## src/rtl/clkmon_pkg.sv

```systemverilog
package clkmon_pkg;

  localparam int NUM_RATIOS = 12;
  localparam int MAX_RATIO  = 3072;
  localparam int MAX_BCK    = 64;

  typedef enum logic [1:0] {
    MODE_NONE = 2'd0,
    MODE_EXT  = 2'd1,
    MODE_INT  = 2'd2
  } clk_mode_e;

  // control -> datapath strobes
  typedef struct packed {
    logic goodInc;
    logic goodClr;
    logic lockLoad;
  } dp_strobe_t;

  // datapath -> control status
  typedef struct packed {
    logic       frameDone;
    logic       codeRepeat;
    logic       driftErr;
    logic       bckOk;
    logic       sckHalt;
    logic       bckHalt;
    logic       lrckHalt;
    logic       bothLowLong;
    logic       goodReached;
    logic [3:0] lockedCode;
  } dp_status_t;

  // supported system-clock cycles per frame, ascending
  function automatic int unsigned ratioOf(input int idx);
    case (idx)
      0:  ratioOf = 64;
      1:  ratioOf = 128;
      2:  ratioOf = 192;
      3:  ratioOf = 256;
      4:  ratioOf = 384;
      5:  ratioOf = 512;
      6:  ratioOf = 768;
      7:  ratioOf = 1024;
      8:  ratioOf = 1152;
      9:  ratioOf = 1536;
      10: ratioOf = 2048;
      default: ratioOf = 3072;
    endcase
  endfunction

endpackage

```

## src/rtl/clkmon_datapath.sv

```systemverilog
module clkmon_datapath
  import clkmon_pkg::*;
#(
  parameter int HALT_CYCLES = 8192,
  parameter int PD_CYCLES   = 24576000,
  parameter int GOOD_FRAMES = 16,
  parameter int DRIFT_TOL   = 5
) (
  input  logic       refClk,
  input  logic       rstN,
  input  logic       sysClkPin,
  input  logic       bitClkPin,
  input  logic       wordClkPin,
  input  dp_strobe_t strobe,
  output dp_status_t status
);

  localparam int NUM_CLK = 3;
  localparam int CNT_W   = $clog2(2 * MAX_RATIO);
  localparam int TOT_W   = CNT_W + 2;
  localparam int BCK_W   = $clog2(4 * MAX_BCK);
  localparam int HALT_W  = $clog2(HALT_CYCLES + 1);
  localparam int PD_W    = $clog2(PD_CYCLES + 1);
  localparam int GOOD_W  = $clog2(GOOD_FRAMES + 1);

  // ---- sampling and edge detection ----
  logic [NUM_CLK-1:0] pinVec, syncA, syncB, lastB, riseVec, edgeVec, haltVec;
  assign pinVec = {wordClkPin, bitClkPin, sysClkPin};

  always_ff @(posedge refClk or negedge rstN) begin
    if (!rstN) begin
      syncA <= '0;
      syncB <= '0;
      lastB <= '0;
    end else begin
      syncA <= pinVec;
      syncB <= syncA;
      lastB <= syncB;
    end
  end

  assign riseVec = syncB & ~lastB;
  assign edgeVec = syncB ^ lastB;

  // ---- per-clock idle counters ----
  for (genvar g = 0; g < NUM_CLK; g++) begin : g_idle
    logic [HALT_W-1:0] idleCnt;
    always_ff @(posedge refClk or negedge rstN) begin
      if (!rstN)                                idleCnt <= HALT_W'(HALT_CYCLES);
      else if (edgeVec[g])                      idleCnt <= '0;
      else if (idleCnt != HALT_W'(HALT_CYCLES)) idleCnt <= idleCnt + 1'b1;
    end
    assign haltVec[g] = (idleCnt == HALT_W'(HALT_CYCLES));
  end

  logic sckRise, bckRise, frameEdge;
  assign sckRise   = riseVec[0];
  assign bckRise   = riseVec[1];
  assign frameEdge = riseVec[2];

  // ---- per-frame edge counters ----
  logic [CNT_W-1:0] sckCnt;
  logic [BCK_W-1:0] bckCnt;
  logic [TOT_W-1:0] sckTotal;
  logic [BCK_W:0]   bckTotal;

  assign sckTotal = TOT_W'(sckCnt) + TOT_W'(sckRise);
  assign bckTotal = (BCK_W + 1)'(bckCnt) + (BCK_W + 1)'(bckRise);

  always_ff @(posedge refClk or negedge rstN) begin
    if (!rstN) begin
      sckCnt <= '0;
      bckCnt <= '0;
    end else if (frameEdge) begin
      sckCnt <= '0;
      bckCnt <= '0;
    end else begin
      if (sckRise && sckCnt != '1) sckCnt <= sckCnt + 1'b1;
      if (bckRise && bckCnt != '1) bckCnt <= bckCnt + 1'b1;
    end
  end

  // ---- ratio comparator bank ----
  logic [NUM_RATIOS-1:0] hitVec;
  for (genvar g = 0; g < NUM_RATIOS; g++) begin : g_hit
    assign hitVec[g] = (sckTotal == TOT_W'(ratioOf(g)));
  end

  logic [3:0] hitCode;
  always_comb begin
    hitCode = '0;
    for (int i = 0; i < NUM_RATIOS; i++)
      if (hitVec[i]) hitCode = 4'(i + 1);
  end

  // ---- locked ratio and drift window ----
  logic [3:0]       lockedCode, frameCodeR;
  logic [TOT_W-1:0] lockedRatio;

  always_comb begin
    lockedRatio = '0;
    for (int i = 0; i < NUM_RATIOS; i++)
      if (lockedCode == 4'(i + 1)) lockedRatio = TOT_W'(ratioOf(i));
  end

  logic driftNow, bckNow;
  assign driftNow = (sckTotal > lockedRatio + TOT_W'(DRIFT_TOL)) ||
                    (sckTotal + TOT_W'(DRIFT_TOL) < lockedRatio);
  assign bckNow   = (bckTotal == (BCK_W + 1)'(32)) ||
                    (bckTotal == (BCK_W + 1)'(48)) ||
                    (bckTotal == (BCK_W + 1)'(64));

  logic frameDoneR, codeRepeatR, driftErrR, bckOkR;

  always_ff @(posedge refClk or negedge rstN) begin
    if (!rstN) begin
      frameDoneR  <= 1'b0;
      frameCodeR  <= '0;
      codeRepeatR <= 1'b0;
      driftErrR   <= 1'b0;
      bckOkR      <= 1'b0;
    end else begin
      frameDoneR <= frameEdge;
      if (frameEdge) begin
        frameCodeR  <= hitCode;
        codeRepeatR <= (hitCode == frameCodeR) && (hitCode != '0);
        driftErrR   <= driftNow;
        bckOkR      <= bckNow;
      end
    end
  end

  always_ff @(posedge refClk or negedge rstN) begin
    if (!rstN)                lockedCode <= '0;
    else if (strobe.lockLoad) lockedCode <= frameCodeR;
  end

  // ---- good-frame run counter for the internal-clock decision ----
  logic [GOOD_W-1:0] goodCnt;
  always_ff @(posedge refClk or negedge rstN) begin
    if (!rstN)                 goodCnt <= '0;
    else if (strobe.goodClr)   goodCnt <= '0;
    else if (strobe.goodInc && goodCnt != GOOD_W'(GOOD_FRAMES))
      goodCnt <= goodCnt + 1'b1;
  end

  // ---- long-low timer for power-down ----
  logic [PD_W-1:0] lowCnt;
  logic            bothLow;
  assign bothLow = !syncB[1] && !syncB[2];

  always_ff @(posedge refClk or negedge rstN) begin
    if (!rstN)                          lowCnt <= '0;
    else if (!bothLow)                  lowCnt <= '0;
    else if (lowCnt != PD_W'(PD_CYCLES)) lowCnt <= lowCnt + 1'b1;
  end

  assign status.frameDone   = frameDoneR;
  assign status.codeRepeat  = codeRepeatR;
  assign status.driftErr    = driftErrR;
  assign status.bckOk       = bckOkR;
  assign status.sckHalt     = haltVec[0];
  assign status.bckHalt     = haltVec[1];
  assign status.lrckHalt    = haltVec[2];
  assign status.bothLowLong = (lowCnt == PD_W'(PD_CYCLES));
  assign status.goodReached = (goodCnt == GOOD_W'(GOOD_FRAMES));
  assign status.lockedCode  = lockedCode;

endmodule

```

## src/rtl/clkmon_ctrl.sv

```systemverilog
module clkmon_ctrl
  import clkmon_pkg::*;
#(
  parameter int POR_CYCLES = 98304
) (
  input  logic       refClk,
  input  logic       rstN,
  input  dp_status_t status,
  output dp_strobe_t strobe,
  output clk_mode_e  mode,
  output logic [3:0] ratioCode,
  output logic       reinitPulse,
  output logic       standby,
  output logic       powerDown
);

  localparam int POR_W = $clog2(POR_CYCLES + 1);

  typedef enum logic [2:0] {
    ST_POR, ST_STANDBY, ST_EXT, ST_INT, ST_PDOWN
  } seq_state_e;

  seq_state_e       state, stateNext;
  logic [POR_W-1:0] porCnt;
  logic             reinitR, leaveRun;

  logic extErr, intErr;
  assign extErr = status.sckHalt || status.bckHalt || status.lrckHalt ||
                  status.bothLowLong ||
                  (status.frameDone && (status.driftErr || !status.bckOk));
  assign intErr = !status.sckHalt || status.bckHalt || status.lrckHalt ||
                  status.bothLowLong || (status.frameDone && !status.bckOk);

  always_comb begin
    stateNext = state;
    strobe    = '0;
    leaveRun  = 1'b0;
    case (state)
      ST_POR: begin
        if (porCnt == POR_W'(POR_CYCLES - 1)) begin
          stateNext      = ST_STANDBY;
          strobe.goodClr = 1'b1;
        end
      end
      ST_STANDBY: begin
        if (status.bothLowLong) begin
          stateNext      = ST_PDOWN;
          strobe.goodClr = 1'b1;
        end else if (status.goodReached) begin
          stateNext      = ST_INT;
          strobe.goodClr = 1'b1;
        end else if (status.bckHalt || status.lrckHalt) begin
          strobe.goodClr = 1'b1;
        end else if (status.frameDone) begin
          if (!status.sckHalt && status.bckOk && status.codeRepeat) begin
            stateNext       = ST_EXT;
            strobe.lockLoad = 1'b1;
            strobe.goodClr  = 1'b1;
          end else if (status.sckHalt && status.bckOk) begin
            strobe.goodInc = 1'b1;
          end else begin
            strobe.goodClr = 1'b1;
          end
        end
      end
      ST_EXT: begin
        if (extErr) begin
          stateNext      = ST_STANDBY;
          leaveRun       = 1'b1;
          strobe.goodClr = 1'b1;
        end
      end
      ST_INT: begin
        if (intErr) begin
          stateNext      = ST_STANDBY;
          leaveRun       = 1'b1;
          strobe.goodClr = 1'b1;
        end
      end
      ST_PDOWN: begin
        if (!status.bckHalt && !status.lrckHalt) begin
          stateNext      = ST_STANDBY;
          strobe.goodClr = 1'b1;
        end
      end
      default: stateNext = ST_STANDBY;
    endcase
  end

  always_ff @(posedge refClk or negedge rstN) begin
    if (!rstN) begin
      state   <= ST_POR;
      porCnt  <= '0;
      reinitR <= 1'b0;
    end else begin
      state   <= stateNext;
      reinitR <= leaveRun;
      if (state == ST_POR) porCnt <= porCnt + 1'b1;
    end
  end

  always_comb begin
    case (state)
      ST_EXT:  mode = MODE_EXT;
      ST_INT:  mode = MODE_INT;
      default: mode = MODE_NONE;
    endcase
  end

  assign ratioCode   = (state == ST_EXT) ? status.lockedCode : 4'd0;
  assign reinitPulse = reinitR;
  assign standby     = (state != ST_EXT) && (state != ST_INT);
  assign powerDown   = (state == ST_PDOWN);

endmodule

```

## src/rtl/audio_clk_sequencer.sv

```systemverilog
module audio_clk_sequencer
  import clkmon_pkg::*;
#(
  parameter int POR_CYCLES  = 98304,
  parameter int HALT_CYCLES = 8192,
  parameter int PD_CYCLES   = 24576000,
  parameter int GOOD_FRAMES = 16,
  parameter int DRIFT_TOL   = 5
) (
  input  logic       refClk,
  input  logic       rstN,
  input  logic       sysClkPin,
  input  logic       bitClkPin,
  input  logic       wordClkPin,
  output logic [1:0] modeSel,
  output logic [3:0] ratioCode,
  output logic       reinitPulse,
  output logic       standby,
  output logic       powerDown
);

  dp_strobe_t dpStrobe;
  dp_status_t dpStatus;
  clk_mode_e  modeInt;

  clkmon_datapath #(
    .HALT_CYCLES(HALT_CYCLES),
    .PD_CYCLES  (PD_CYCLES),
    .GOOD_FRAMES(GOOD_FRAMES),
    .DRIFT_TOL  (DRIFT_TOL)
  ) u_dp (
    .refClk    (refClk),
    .rstN      (rstN),
    .sysClkPin (sysClkPin),
    .bitClkPin (bitClkPin),
    .wordClkPin(wordClkPin),
    .strobe    (dpStrobe),
    .status    (dpStatus)
  );

  clkmon_ctrl #(
    .POR_CYCLES(POR_CYCLES)
  ) u_ctrl (
    .refClk     (refClk),
    .rstN       (rstN),
    .status     (dpStatus),
    .strobe     (dpStrobe),
    .mode       (modeInt),
    .ratioCode  (ratioCode),
    .reinitPulse(reinitPulse),
    .standby    (standby),
    .powerDown  (powerDown)
  );

  assign modeSel = modeInt;

endmodule

```

## config.mk

```make
export PLATFORM = sky130hd
export DESIGN_NAME = audio_clk_sequencer
export DESIGN_NICKNAME = d
export VERILOG_FILES = /design/src/rtl/clkmon_pkg.sv /design/src/rtl/clkmon_datapath.sv /design/src/rtl/clkmon_ctrl.sv /design/src/rtl/audio_clk_sequencer.sv
export SDC_FILE = /design/constraint.sdc
export NUM_CORES = 1
export LEC_CHECK = 0
export BUFFER_PORTS_ARGS = -buffer_cell sky130_fd_sc_hd__buf_4
export CORE_MARGIN = 4
export CORE_UTILIZATION = 50
export DETAILED_ROUTE_END_ITERATION = 10
export PLACE_DENSITY = 0.71
export SYNTH_ARGS = -nofsm -noshare
export SYNTH_HDL_FRONTEND = slang
export SYNTH_SLANG_ARGS = --single-unit
```

## constraint.sdc

```tcl
create_clock -name refClk -period 8.33 [get_ports refClk]
set_input_delay 2.0825 -clock refClk [delete_from_list [all_inputs] [get_ports refClk]]
set_output_delay 2.0825 -clock refClk [all_outputs]
set_load 0.01 [all_outputs]
```

==> results of run 1 <==
final cells by class:
| type | count | share of cell area (%) |
|---|---|---|
| tap | 211 | 3.03 |
| inverter | 34 | 1.47 |
| clock buffer | 17 | 4.89 |
| sequential | 135 | 38.9 |
| multi-input combinational | 634 | 48.5 |
| timing repair buffer | 15 | 1.34 |
| clock inverter | 15 | 1.93 |
power by group:
| part | internal (mW) | switching (mW) | total [mW] | leakage [nW] |
|---|---|---|---|---|
| registers | 0.673 | 0.0215 | 0.694 | 1.82 |
| clock network | 0.448 | 0.305 | 0.752 | 0.284 |
| logic | 0.0469 | 0.0688 | 0.116 | 1.64 |
| total | 1.17 | 0.395 | 1.56 | 3.75 |
worst reg2reg max path, cell delays in order (launching register included):
cell	delay, ps
sky130_fd_sc_hd__dfrtp_1	370
sky130_fd_sc_hd__inv_1	50
sky130_fd_sc_hd__ha_1	180
sky130_fd_sc_hd__ha_1	280
sky130_fd_sc_hd__ha_1	420
sky130_fd_sc_hd__and3_1	380
sky130_fd_sc_hd__xnor2_1	130
sky130_fd_sc_hd__nor4_2	320
sky130_fd_sc_hd__and3_1	300
sky130_fd_sc_hd__nor2b_1	180
sky130_fd_sc_hd__xnor2_1	80
sky130_fd_sc_hd__ha_1	330
sky130_fd_sc_hd__o2111ai_1	110
sky130_fd_sc_hd__o211a_1	210
sky130_fd_sc_hd__o32a_1	330
cell usage after synthesis (17+ instances only):
library cell,instances
sky130_fd_sc_hd__clkbuf_1,20
sky130_fd_sc_hd__and3_1,21
sky130_fd_sc_hd__nand2_1,59
sky130_fd_sc_hd__xor2_1,38
sky130_fd_sc_hd__a21oi_1,35
sky130_fd_sc_hd__o21ai_0,23
sky130_fd_sc_hd__nand3_1,42
sky130_fd_sc_hd__ha_1,30
sky130_fd_sc_hd__xnor2_1,70
sky130_fd_sc_hd__nand4_1,28
sky130_fd_sc_hd__inv_1,33
sky130_fd_sc_hd__dfrtp_1,132
sky130_fd_sc_hd__nor2_1,82
sky130_fd_sc_hd__nor3_1,22
sky130_fd_sc_hd__or3_1,17
sky130_fd_sc_hd__and2_1,44
through the flow:
step	utilization [%]	power (mW)
floorplan	-	0.785
global placement	53.0	0.820
detailed placement	53.0	0.822
CTS	56.8	1.59
global route	56.8	1.64
finish	56.8	1.56
sequential cells by signal, summed over array words and instances, names as in the netlist:
signal	count
u_dp.codeRepeatR	1
u_dp.frameCodeR	4
u_dp.frameDoneR	1
u_ctrl.reinitPulse	1
u_dp.syncB	3
u_dp.bckOkR	1
u_dp.lockedCode	4
u_dp.g_idle.idleCnt	42
u_dp.sckCnt	13
u_dp.syncA	3
u_ctrl.state	3
u_dp.bckCnt	8
u_ctrl.porCnt	17
u_dp.driftErrR	1
u_dp.goodCnt	5
u_dp.lastB	3
u_dp.lowCnt	25
routing by layer:
layer | up-vias | track usage [%] | wire [um]
met3 | 25 | 4.76 | 477
met2 | 85 | 27.7 | 6920
li1 | 2927 | - | -
met1 | 2764 | 25.0 | 7360
met5 | - | 0 | 0
met4 | 0 | 6.63 | 301
kinds of logic (layout without fill, tap and decap cells):
family                   count (synthesis)  in the layout  share of synthesized area, %
adder cells (fa/ha/maj)                 30             30                          4.77
multiplexers                            19             19                          2.51
AO/OA/AOI/OAI                          107            107                          8.75
flip-flops                             135            135                          42.9
XOR/XNOR                               109            109                          12.2
buffers and inverters                   64             81                          3.45
AND/OR/NAND/NOR                        369            369                          25.4
worst max-delay path by stage:
stage	startpoint	endpoint	slack, ps	cells past startpoint
floorplan	u_dp.syncB[0]	u_dp.driftErrR	4940	15
detailed placement	u_dp.lastB[0]	u_dp.driftErrR	4570	14
global route	u_ctrl.state[1]	ratioCode[0]	4240	5
finish	u_ctrl.state[1]	ratioCode[0]	4430	5
CTS	u_ctrl.state[1]	ratioCode[0]	4390	5
global placement	u_dp.lastB[0]	u_dp.driftErrR	4680	14
==> results.md, run 1 <==
Outcome
• outcome: finished clean

Synthesis
• Primary FF master, synth: sky130_fd_sc_hd__dfrtp_1
• leading cell types by total area after synthesis: sky130_fd_sc_hd__dfrtp_1 (42%), sky130_fd_sc_hd__xnor2_1 (7.8%), sky130_fd_sc_hd__ha_1 (4.8%)
• synthesized instance count: 833
• Yosys warning total: 0
• count of distinct cell types in the synthesized netlist: 70
• register bit count reported by yosys: 135
• post-synthesis async set-or-reset flop share: 100%
• number of flops mapped to enable cells by yosys: 0
• synthesized net count: 868
• netlist area before placement: 0.00788 mm^2
• cell taking the most area after synthesis: sky130_fd_sc_hd__dfrtp_1
• share of Yosys cell area claimed by the top area cell type: 41.9%
• average size of a mapped cell: 9.45 um^2
• sequential share of the synthesized area: 42.9%

Place
• quantity of I/O buffers inserted on ports: 13
• cell count after placement: 1029
• pre-CTS WS: 4570 ps
• placed cell areas: 0.00811 mm^2
• final weighted congestion of routability-driven global placement: 0.872
• estimated wirelength of the detail-placed design: 10300 um

Timing
• count of final setup violators: 0
• slew at the pin with the worst max-slew slack: 857 ps
• Hold Slack: 355 ps
• worst setup slack after layout: 4430 ps
• Max-slew headroom: 42.9%
• Max Fclk: 256 MHz
• setup repair after global routing missed its margin: no
• minimum clock period after layout: 3900 ps
• Final Hold Violating Endpoints: 0
• Max Transition Viols Final: 0
• part of the cycle the worst path needs: 46.8%
• Setup Total Neg Slack: 0 ps
• Fin Clk Skew: 11.1 ps

Hold path
• destination of the worst hold path: u_dp.syncB[1]
• path category of the worst min-delay check: flop to flop
• startpoint of the worst hold path: u_dp.syncA[1]
• Worst Hold Depth: 0

Worst setup path
• biggest cell delay along the critical path: 420 ps
• Buffers & Inverters on Critical Path: 2
• Slowest-stage cell, CP: sky130_fd_sc_hd__dfrtp_1
• number of cell instances on the worst register-to-register path: 14
• largest fanout of any net on the critical path: 6
• minimum setup slack among reg-to-reg paths: 4540 ps
• arrival time worst endpoint: 1820 ps
• Critical Path, Cell by Cell: nor2b_1 > inv_1 > nor2_1 > and2_1 > buf_4
• source of the worst register-to-register timing path: u_dp.lastB[0]
• end of the worst register-to-register path: u_dp.driftErrR
• critical path launch point type: flop
• gate family responsible for the most delay along the worst path: simple AND/OR/NAND/NOR gates
• Worst Path Class, Setup: flop to primary output
• CP Data Required Time: 6250 ps
• category of the worst setup path capture point: primary output

Clock tree
• library cell used as clock root buffer: sky130_fd_sc_hd__clkbuf_16
• count of hold buffers inserted by post-cts repair: 0
• cells resized by post-CTS repair: 0
• number of clock sinks seen by CTS: 135
• Worst-path clk slew: 60 ps
• Clock Path Buffers: 2
• clock tree from TritonCTS: yes
• number of buffers inserted to repair setup after CTS: 0
• cts bufs inserted: 17
• Skew-Pair Late Insertion Delay: 420 ps
• count of H-tree levels built during CTS: 4

Floorplan
• width of the chip: 134 um
• Placeable Area: 0.0153 mm^2
• die outline height: 134 um
• starting density of the core: 51.4%
• # IOs: 14
• Cell Rows: 45
• die footprint: 0.0178 mm^2

Layout
• Filler Cell Count: 1332
• proportion of layout cells with a drive suffix above 1: 8.47%
• multi-input combinational cell area: 0.00422 mm^2
• number of antenna diodes: 0
• layout net count: 872
• leading cell type in the layout, fill and taps excluded: sky130_fd_sc_hd__dfrtp_1
• Layout Cells excl Fill: 1061
• finished layout cell area: 0.00870 mm^2
• top library cells by usage in the layout, fill and taps aside: sky130_fd_sc_hd__dfrtp_1 (132), sky130_fd_sc_hd__nor2_1 (82), sky130_fd_sc_hd__xnor2_1 (70)
• register area: 0.00338 mm^2
• area grow syn2layout: 10.5%

Power
• Cell Pwr Density: 179 mW/mm^2
• leakage: 3.75 nW
• Max rail drop VDD: 0.151 mV

GRT
• gr ovfl total: 0
• wire length of the first global-routing pass: 26700 um
• antenna violations before repair: 0
• gr usage total: 18.1%
• via count of the first global-routing pass: 5644
• maximum number of pins on one net before global-route repair: 95

Detailed routing
• Final Routed Wirelength: 15100 um
• count of unresolved DRC violations after routing: 0
• post-detailed-route wirelength per cell: 14.2 um
• Detailed Routing Iterations Pass 1: 5
• number of vias after detailed routing: 5801
• Antenna Violating Nets Remaining: 0
• count of routing violations after the opening detailed-route iteration: 291
• routed vias/inst: 5.47

Flow run
• Maximum Capacitance Violations: 0

Note: power is estimated with default switching activity, not from simulation.
==> run 2, diff against run 1 <==
==> constraint.sdc (replaced) <==
create_clock -name refClk -period 3.7 [get_ports refClk]
set_input_delay 0.925 -clock refClk [delete_from_list [all_inputs] [get_ports refClk]]
set_output_delay 0.925 -clock refClk [all_outputs]
set_load 0.01 [all_outputs]
==> results.md, run 2 (synthesis gave the netlist of run 1 again) <==
Worst setup path
• Critical Path, Cell by Cell: inv_1 > ha_1 > ha_1 > ha_2 > and3_1 > xnor2_1 > nor4_2 > and3_1 > nor2b_1 > xnor2_1 > ha_1 > o2111ai_1 > o211a_1 > o32a_1
• Worst Path Class, Setup: flop to flop
• critical path launch point type: flop
• largest fanout of any net on the critical path: 9, +3
• category of the worst setup path capture point: flop
• Buffers & Inverters on Critical Path: 1, -1
• Slowest-stage cell, CP: sky130_fd_sc_hd__dfrtp_1
• biggest cell delay along the critical path: 350 ps, -70 ps
• arrival time worst endpoint: 3770 ps, +1950 ps
• CP Data Required Time: 4010 ps, -2240 ps
• most frequent cell on the critical path: sky130_fd_sc_hd__ha_1
• gate family responsible for the most delay along the worst path: simple AND/OR/NAND/NOR gates

Layout
• top library cells by usage in the layout, fill and taps aside: sky130_fd_sc_hd__dfrtp_1 (132), sky130_fd_sc_hd__nor2_1 (82), sky130_fd_sc_hd__xnor2_1 (70)
• proportion of layout cells with a drive suffix above 1: 9.76%, +1.3 points
• register area: 0.00338 mm^2, unchanged
• flip-flop count of the largest register, all copies and words added: 42, unchanged
• area grow syn2layout: 11.9%
• Filler Cell Count: 1337, +0.38%
• largest register by flop count: u_dp.g_idle.idleCnt
• leading cell type in the layout, fill and taps excluded: sky130_fd_sc_hd__dfrtp_1
• layout net count: 883, +1.3%
• number of antenna diodes: 0, unchanged
• Largest regs: u_dp.g_idle.idleCnt (42), u_dp.lowCnt (25), u_ctrl.porCnt (17)
• multi-input combinational cell area: 0.00422 mm^2, about the same

Flow run
• Maximum Capacitance Violations: 0, unchanged

Clock tree
• library cell used as clock root buffer: sky130_fd_sc_hd__clkbuf_16
• number of buffers inserted to repair setup after CTS: 0, unchanged
• Worst-path clk slew: 60 ps, about the same
• Clock Path Buffers: 2, unchanged
• cts bufs inserted: 17, unchanged
• number of clock sinks seen by CTS: 135, unchanged
• count of H-tree levels built during CTS: 4, unchanged
• clock tree from TritonCTS: yes
• Skew-Pair Late Insertion Delay: 420 ps, about the same

GRT
• maximum number of pins on one net before global-route repair: 76, -20%
• gr usage total: 18.7%, +0.62 points
• wire length of the first global-routing pass: 27300 um, +2.2%
• antenna violations before repair: 0, unchanged
• via count of the first global-routing pass: 5706, +1.1%
• gr ovfl total: 0, unchanged

Detailed routing
• count of unresolved DRC violations after routing: 0, unchanged
• post-detailed-route wirelength per cell: 14.5 um, +2.2%
• Detailed Routing Iterations Pass 1: 5, unchanged
• Final Routed Wirelength: 15600 um, +3.3%
• Antenna Violating Nets Remaining: 0, unchanged
• number of vias after detailed routing: 5879, +1.3%
• routed vias/inst: 5.48, +0.30%
• count of routing violations after the opening detailed-route iteration: 347, +19%

Timing
• slew at the pin with the worst max-slew slack: 709 ps, -147 ps
• Hold Slack: 341 ps, -14.1 ps
• Max Transition Viols Final: 0, unchanged
• Fin Clk Skew: 6.97 ps, -4.11 ps
• part of the cycle the worst path needs: 93.4%
• Final Hold Violating Endpoints: 0, unchanged
• Max-slew headroom: 52.7%, +9.8 points
• setup repair after global routing missed its margin: no
• Setup Total Neg Slack: 0 ps, unchanged
• Max Fclk: 289 MHz
• count of final setup violators: 0, unchanged
• minimum clock period after layout: 3460 ps

Outcome
• outcome: finished clean

Power
• sequential share of power: 44.1%, -0.3 points
• part of the total power dissipated in the clock network: 48.3%, about the same
• reported net switching power: 858 uW, +120%
• Max rail drop VDD: 0.355 mV, +130%
• Cell Pwr Density: 402 mW/mm^2, +120%
• fraction of power spent switching nets: 24.2%, -1.1 points
• leakage: 3.81 nW, +1.6%
• total internal power: 2.69 mW, +130%
• relative contribution of combinational cells to total power: 7.5%, about the same

Floorplan
• die outline height: 134 um, unchanged
• starting density of the core: 51.4%, unchanged
• die footprint: 0.0178 mm^2, unchanged
• width of the chip: 134 um, unchanged
• Cell Rows: 45, unchanged
• Placeable Area: 0.0153 mm^2, unchanged
• # IOs: 14, unchanged

Place
• final weighted congestion of routability-driven global placement: 0.860, -1.5%
• estimated wirelength of the detail-placed design: 11000 um, +6.5%
• quantity of I/O buffers inserted on ports: 13, unchanged

Hold path
• path category of the worst min-delay check: flop to flop

==> run 2: final timing paths <==
check,startpoint,end,slack (ps),cells after the start
hold reg to reg,u_dp.syncA[2],u_dp.syncB[2],340,0
min in group asynchronous,rstN,u_dp.driftErrR,510,1
hold / removal,u_dp.syncA[2],u_dp.syncB[2],340,0
setup / recovery,u_dp.lastB[0],u_dp.driftErrR,240,14
setup reg to reg,u_dp.lastB[0],u_dp.driftErrR,240,14
max in group asynchronous,rstN,u_dp.goodCnt[3],2450,2
==> run 2: layer usage <==
layer,global-route usage (%),up-vias,share of wire (%)
li1,-,2941,-
met3,4.53,24,3.7
met1,25.6,2813,48
met4,6.51,0,1.7
met2,29.3,101,47
met5,0,-,0
==> run 2: cell type report <==
| type | instances | area share (%) |
|---|---|---|
| clock buffer | 17 | 4.83 |
| multi-input combinational | 634 | 47.9 |
| sequential | 135 | 38.4 |
| clock inverter | 15 | 2.00 |
| inverter | 34 | 1.45 |
| timing repair buffer | 26 | 2.40 |
| tap | 211 | 3.00 |
==> run 2: what timing repair did <==
item / 4_1_cts / 5_1_grt
endpoints found under the setup margin: 0 / 1
hold buffers: 0 / 0
gates resized for setup: 0 / 1
==> run 2: metrics by stage <==
step           cells  total power, mW  cell area, um^2  utilization [%]  worst slack [ps]
3_5_place_dp    1040             1.86             8210             53.6               201
3_3_place_gp    1040             1.85             8210             53.6               285
5_1_grt         1072             3.70             8810             57.5              40.9
6_report        1072             3.54             8810             57.5               243
4_1_cts         1072             3.59             8810             57.5               174
2_1_floorplan    833             1.77             7880                -               313
==> run 2: power by group through the flow <==
| stage | sequential [mW] | combinational (mW) | clock, mW |
|---|---|---|---|
| 2_1_floorplan | 1.57 | 0.194 | 0 |
| 3_3_place_gp | 1.59 | 0.264 | 0 |
| 3_5_place_dp | 1.59 | 0.269 | 0 |
| 4_1_cts | 1.56 | 0.271 | 1.75 |
| 5_1_grt | 1.57 | 0.307 | 1.83 |
| 6_report | 1.56 | 0.268 | 1.71 |
==> run 3, diff against run 2 <==
--- a/config.mk
+++ b/config.mk
@@ -9,7 +9,9 @@
 export CORE_MARGIN = 4
 export CORE_UTILIZATION = 50
 export DETAILED_ROUTE_END_ITERATION = 10
+export MAX_ROUTING_LAYER = met4
 export PLACE_DENSITY = 0.71
+export SLEW_MARGIN = 10
 export SYNTH_ARGS = -nofsm -noshare
 export SYNTH_HDL_FRONTEND = slang
 export SYNTH_SLANG_ARGS = --single-unit
==> results.md, run 3 (synthesis gave the netlist of run 1 again) <==
Detailed routing
• Antenna Violating Nets Remaining: 0, unchanged
• count of routing violations after the opening detailed-route iteration: 351, +1.2%
• number of vias after detailed routing: 5828, -0.87%
• count of unresolved DRC violations after routing: 0, unchanged
• highest metal layer used by the detailed router: met4
• Final Routed Wirelength: 15500 um, -0.58%
• Detailed Routing Iterations Pass 1: 5, unchanged
• met3 wire length: 534 um, -6.6%
• length of routed met2 wiring: 7190 um, -0.81%
• post-detailed-route wirelength per cell: 14.4 um, -0.68%
• routed length on met1: 7550 um, +1.0%
• routed vias/inst: 5.43, -0.96%

Timing
• Fin Clk Skew: 13.5 ps, +6.54 ps
• Setup Total Neg Slack: 0 ps, unchanged
• setup repair after global routing missed its margin: no
• Final Hold Violating Endpoints: 0, unchanged
• Max Fclk: 290 MHz, about the same
• minimum clock period after layout: 3450 ps, -3.00 ps
• Hold Slack: 346 ps, +4.78 ps
• worst setup slack after layout: 246 ps, +3.00 ps
• slew at the pin with the worst max-slew slack: 691 ps, -18.0 ps
• part of the cycle the worst path needs: 93.3%, about the same
• Max-slew headroom: 53.9%, +1.2 points
• count of final setup violators: 0, unchanged
• Max Transition Viols Final: 0, unchanged

Clock tree
• number of clock sinks seen by CTS: 135, unchanged
• Skew-Pair Late Insertion Delay: 420 ps, about the same
• count of hold buffers inserted by post-cts repair: 0, unchanged
• cts bufs inserted: 17, unchanged
• clock tree from TritonCTS: yes
• library cell used as clock root buffer: sky130_fd_sc_hd__clkbuf_16
• number of buffers inserted to repair setup after CTS: 0, unchanged
• count of H-tree levels built during CTS: 4, unchanged
• Worst-path clk slew: 60 ps, about the same
• Clock Path Buffers: 2, unchanged

Place
• estimated wirelength of the detail-placed design: 10800 um, -1.1%
• cell count after placement: 1041, +0.096%
• quantity of I/O buffers inserted on ports: 13, unchanged
• final weighted congestion of routability-driven global placement: 0.853, -0.80%
• pre-CTS WS: 141 ps, -59.9 ps
• placed cell areas: 0.00821 mm^2, about the same

Layout
• area grow syn2layout: 12.2%
• largest register by flop count: u_dp.g_idle.idleCnt
• proportion of layout cells with a drive suffix above 1: 9.98%, +0.22 points
• Filler Cell Count: 1348, +0.82%
• leading cell type in the layout, fill and taps excluded: sky130_fd_sc_hd__dfrtp_1
• layout net count: 884, +0.11%
• flip-flop count of the largest register, all copies and words added: 42, unchanged
• Layout Cells excl Fill: 1073, +0.093%
• number of antenna diodes: 0, unchanged
• finished layout cell area: 0.00883 mm^2, +0.24%
• Largest regs: u_dp.g_idle.idleCnt (42), u_dp.lowCnt (25), u_ctrl.porCnt (17)
• final core utilization: 57.7%, +0.14 points
• top library cells by usage in the layout, fill and taps aside: sky130_fd_sc_hd__dfrtp_1 (132), sky130_fd_sc_hd__nor2_1 (82), sky130_fd_sc_hd__xnor2_1 (70)

Worst setup path
• critical path launch point type: flop
• end of the worst register-to-register path: u_dp.driftErrR
• category of the worst setup path capture point: flop
• arrival time worst endpoint: 3750 ps, -20 ps
• number of cell instances on the worst register-to-register path: 14, unchanged
• source of the worst register-to-register timing path: u_dp.lastB[0]
• CP Data Required Time: 4000 ps, about the same
• largest fanout of any net on the critical path: 9, unchanged
• Worst Path Class, Setup: flop to flop
• minimum setup slack among reg-to-reg paths: 250 ps, about the same

Floorplan
• die outline height: 134 um, unchanged
• Placeable Area: 0.0153 mm^2, unchanged
• starting density of the core: 51.4%, unchanged
• die footprint: 0.0178 mm^2, unchanged
• width of the chip: 134 um, unchanged
• # IOs: 14, unchanged
• Cell Rows: 45, unchanged

GRT
• wire length of the first global-routing pass: 26800 um, -1.8%
• via count of the first global-routing pass: 5661, -0.79%
• gr usage total: 18.7%, about the same
• gr ovfl total: 0, unchanged
• antenna violations before repair: 0, unchanged
• maximum number of pins on one net before global-route repair: 75, -1.3%

Hold path
• startpoint of the worst hold path: u_dp.syncA[1]
• path category of the worst min-delay check: flop to flop
• destination of the worst hold path: u_dp.syncB[1]
• Worst Hold Depth: 0, unchanged

Flow run
• Maximum Capacitance Violations: 0, unchanged

Power
• leakage: 3.82 nW, +0.38%
• Overall Power: 3.57 mW, +0.63%
• Max rail drop VDD: 0.381 mV, +7.3%
• Cell Pwr Density: 404 mW/mm^2, +0.39%

Outcome
• outcome: finished clean

-- run 3: layout make-up --
cell class | instances | area (um^2) | share of cell area, %
clock inverters | 14 | 173 | 1.95
well taps | 211 | 264 | 2.99
inverters | 34 | 128 | 1.44
repair buffers | 27 | 219 | 2.48
clock buffers | 18 | 439 | 4.97
multi-input cells | 634 | 4230 | 47.9
flip-flops and latches | 135 | 3380 | 38.3
-- run 3: where the power goes --
| group | switching, mW | total, mW | internal, mW |
|---|---|---|---|
| clock | 0.645 | 1.73 | 1.08 |
| sequential | 0.0429 | 1.56 | 1.52 |
| combinational | 0.165 | 0.280 | 0.115 |
-- run 3: timing repair --
item | 4_1_cts | 5_1_grt
endpoints found under the setup margin | 0 | 2
endpoints found under the hold margin | 0 | 0
resized for setup | 0 | 2
-- run 3: worst max-delay path by stage --
| stage | start | to | slack [ps] | depth (start not counted) |
|---|---|---|---|---|
| floorplan | u_dp.syncB[0] | u_dp.driftErrR | 310 | 15 |
| global placement | u_dp.lastB[0] | u_dp.driftErrR | 270 | 14 |
| detailed placement | u_dp.lastB[0] | u_dp.driftErrR | 140 | 16 |
| CTS | u_dp.lastB[0] | u_dp.driftErrR | 140 | 16 |
| global route | u_dp.lastB[0] | u_dp.driftErrR | 9 | 14 |
| finish | u_dp.lastB[0] | u_dp.driftErrR | 250 | 14 |
-- run 3: routing by layer --
metal  track usage, %  vias to the layer above
li1                 -                     2936
met5                -                        -
met4             5.43                        0
met3             4.12                       18
met2             28.9                      104
met1             25.1                     2770
-- run 3: worst max-delay path: stages (launching register included) --
cell	delay, ps
sky130_fd_sc_hd__dfrtp_1	360
sky130_fd_sc_hd__inv_1	50
sky130_fd_sc_hd__ha_1	170
sky130_fd_sc_hd__ha_1	180
sky130_fd_sc_hd__ha_2	310
sky130_fd_sc_hd__and3_1	350
sky130_fd_sc_hd__xnor2_1	130
sky130_fd_sc_hd__nor4_2	220
sky130_fd_sc_hd__and3_1	300
sky130_fd_sc_hd__nor2b_1	180
sky130_fd_sc_hd__xnor2_1	90
sky130_fd_sc_hd__ha_1	310
sky130_fd_sc_hd__o2111ai_1	120
sky130_fd_sc_hd__o211a_1	220
sky130_fd_sc_hd__o32a_1	340
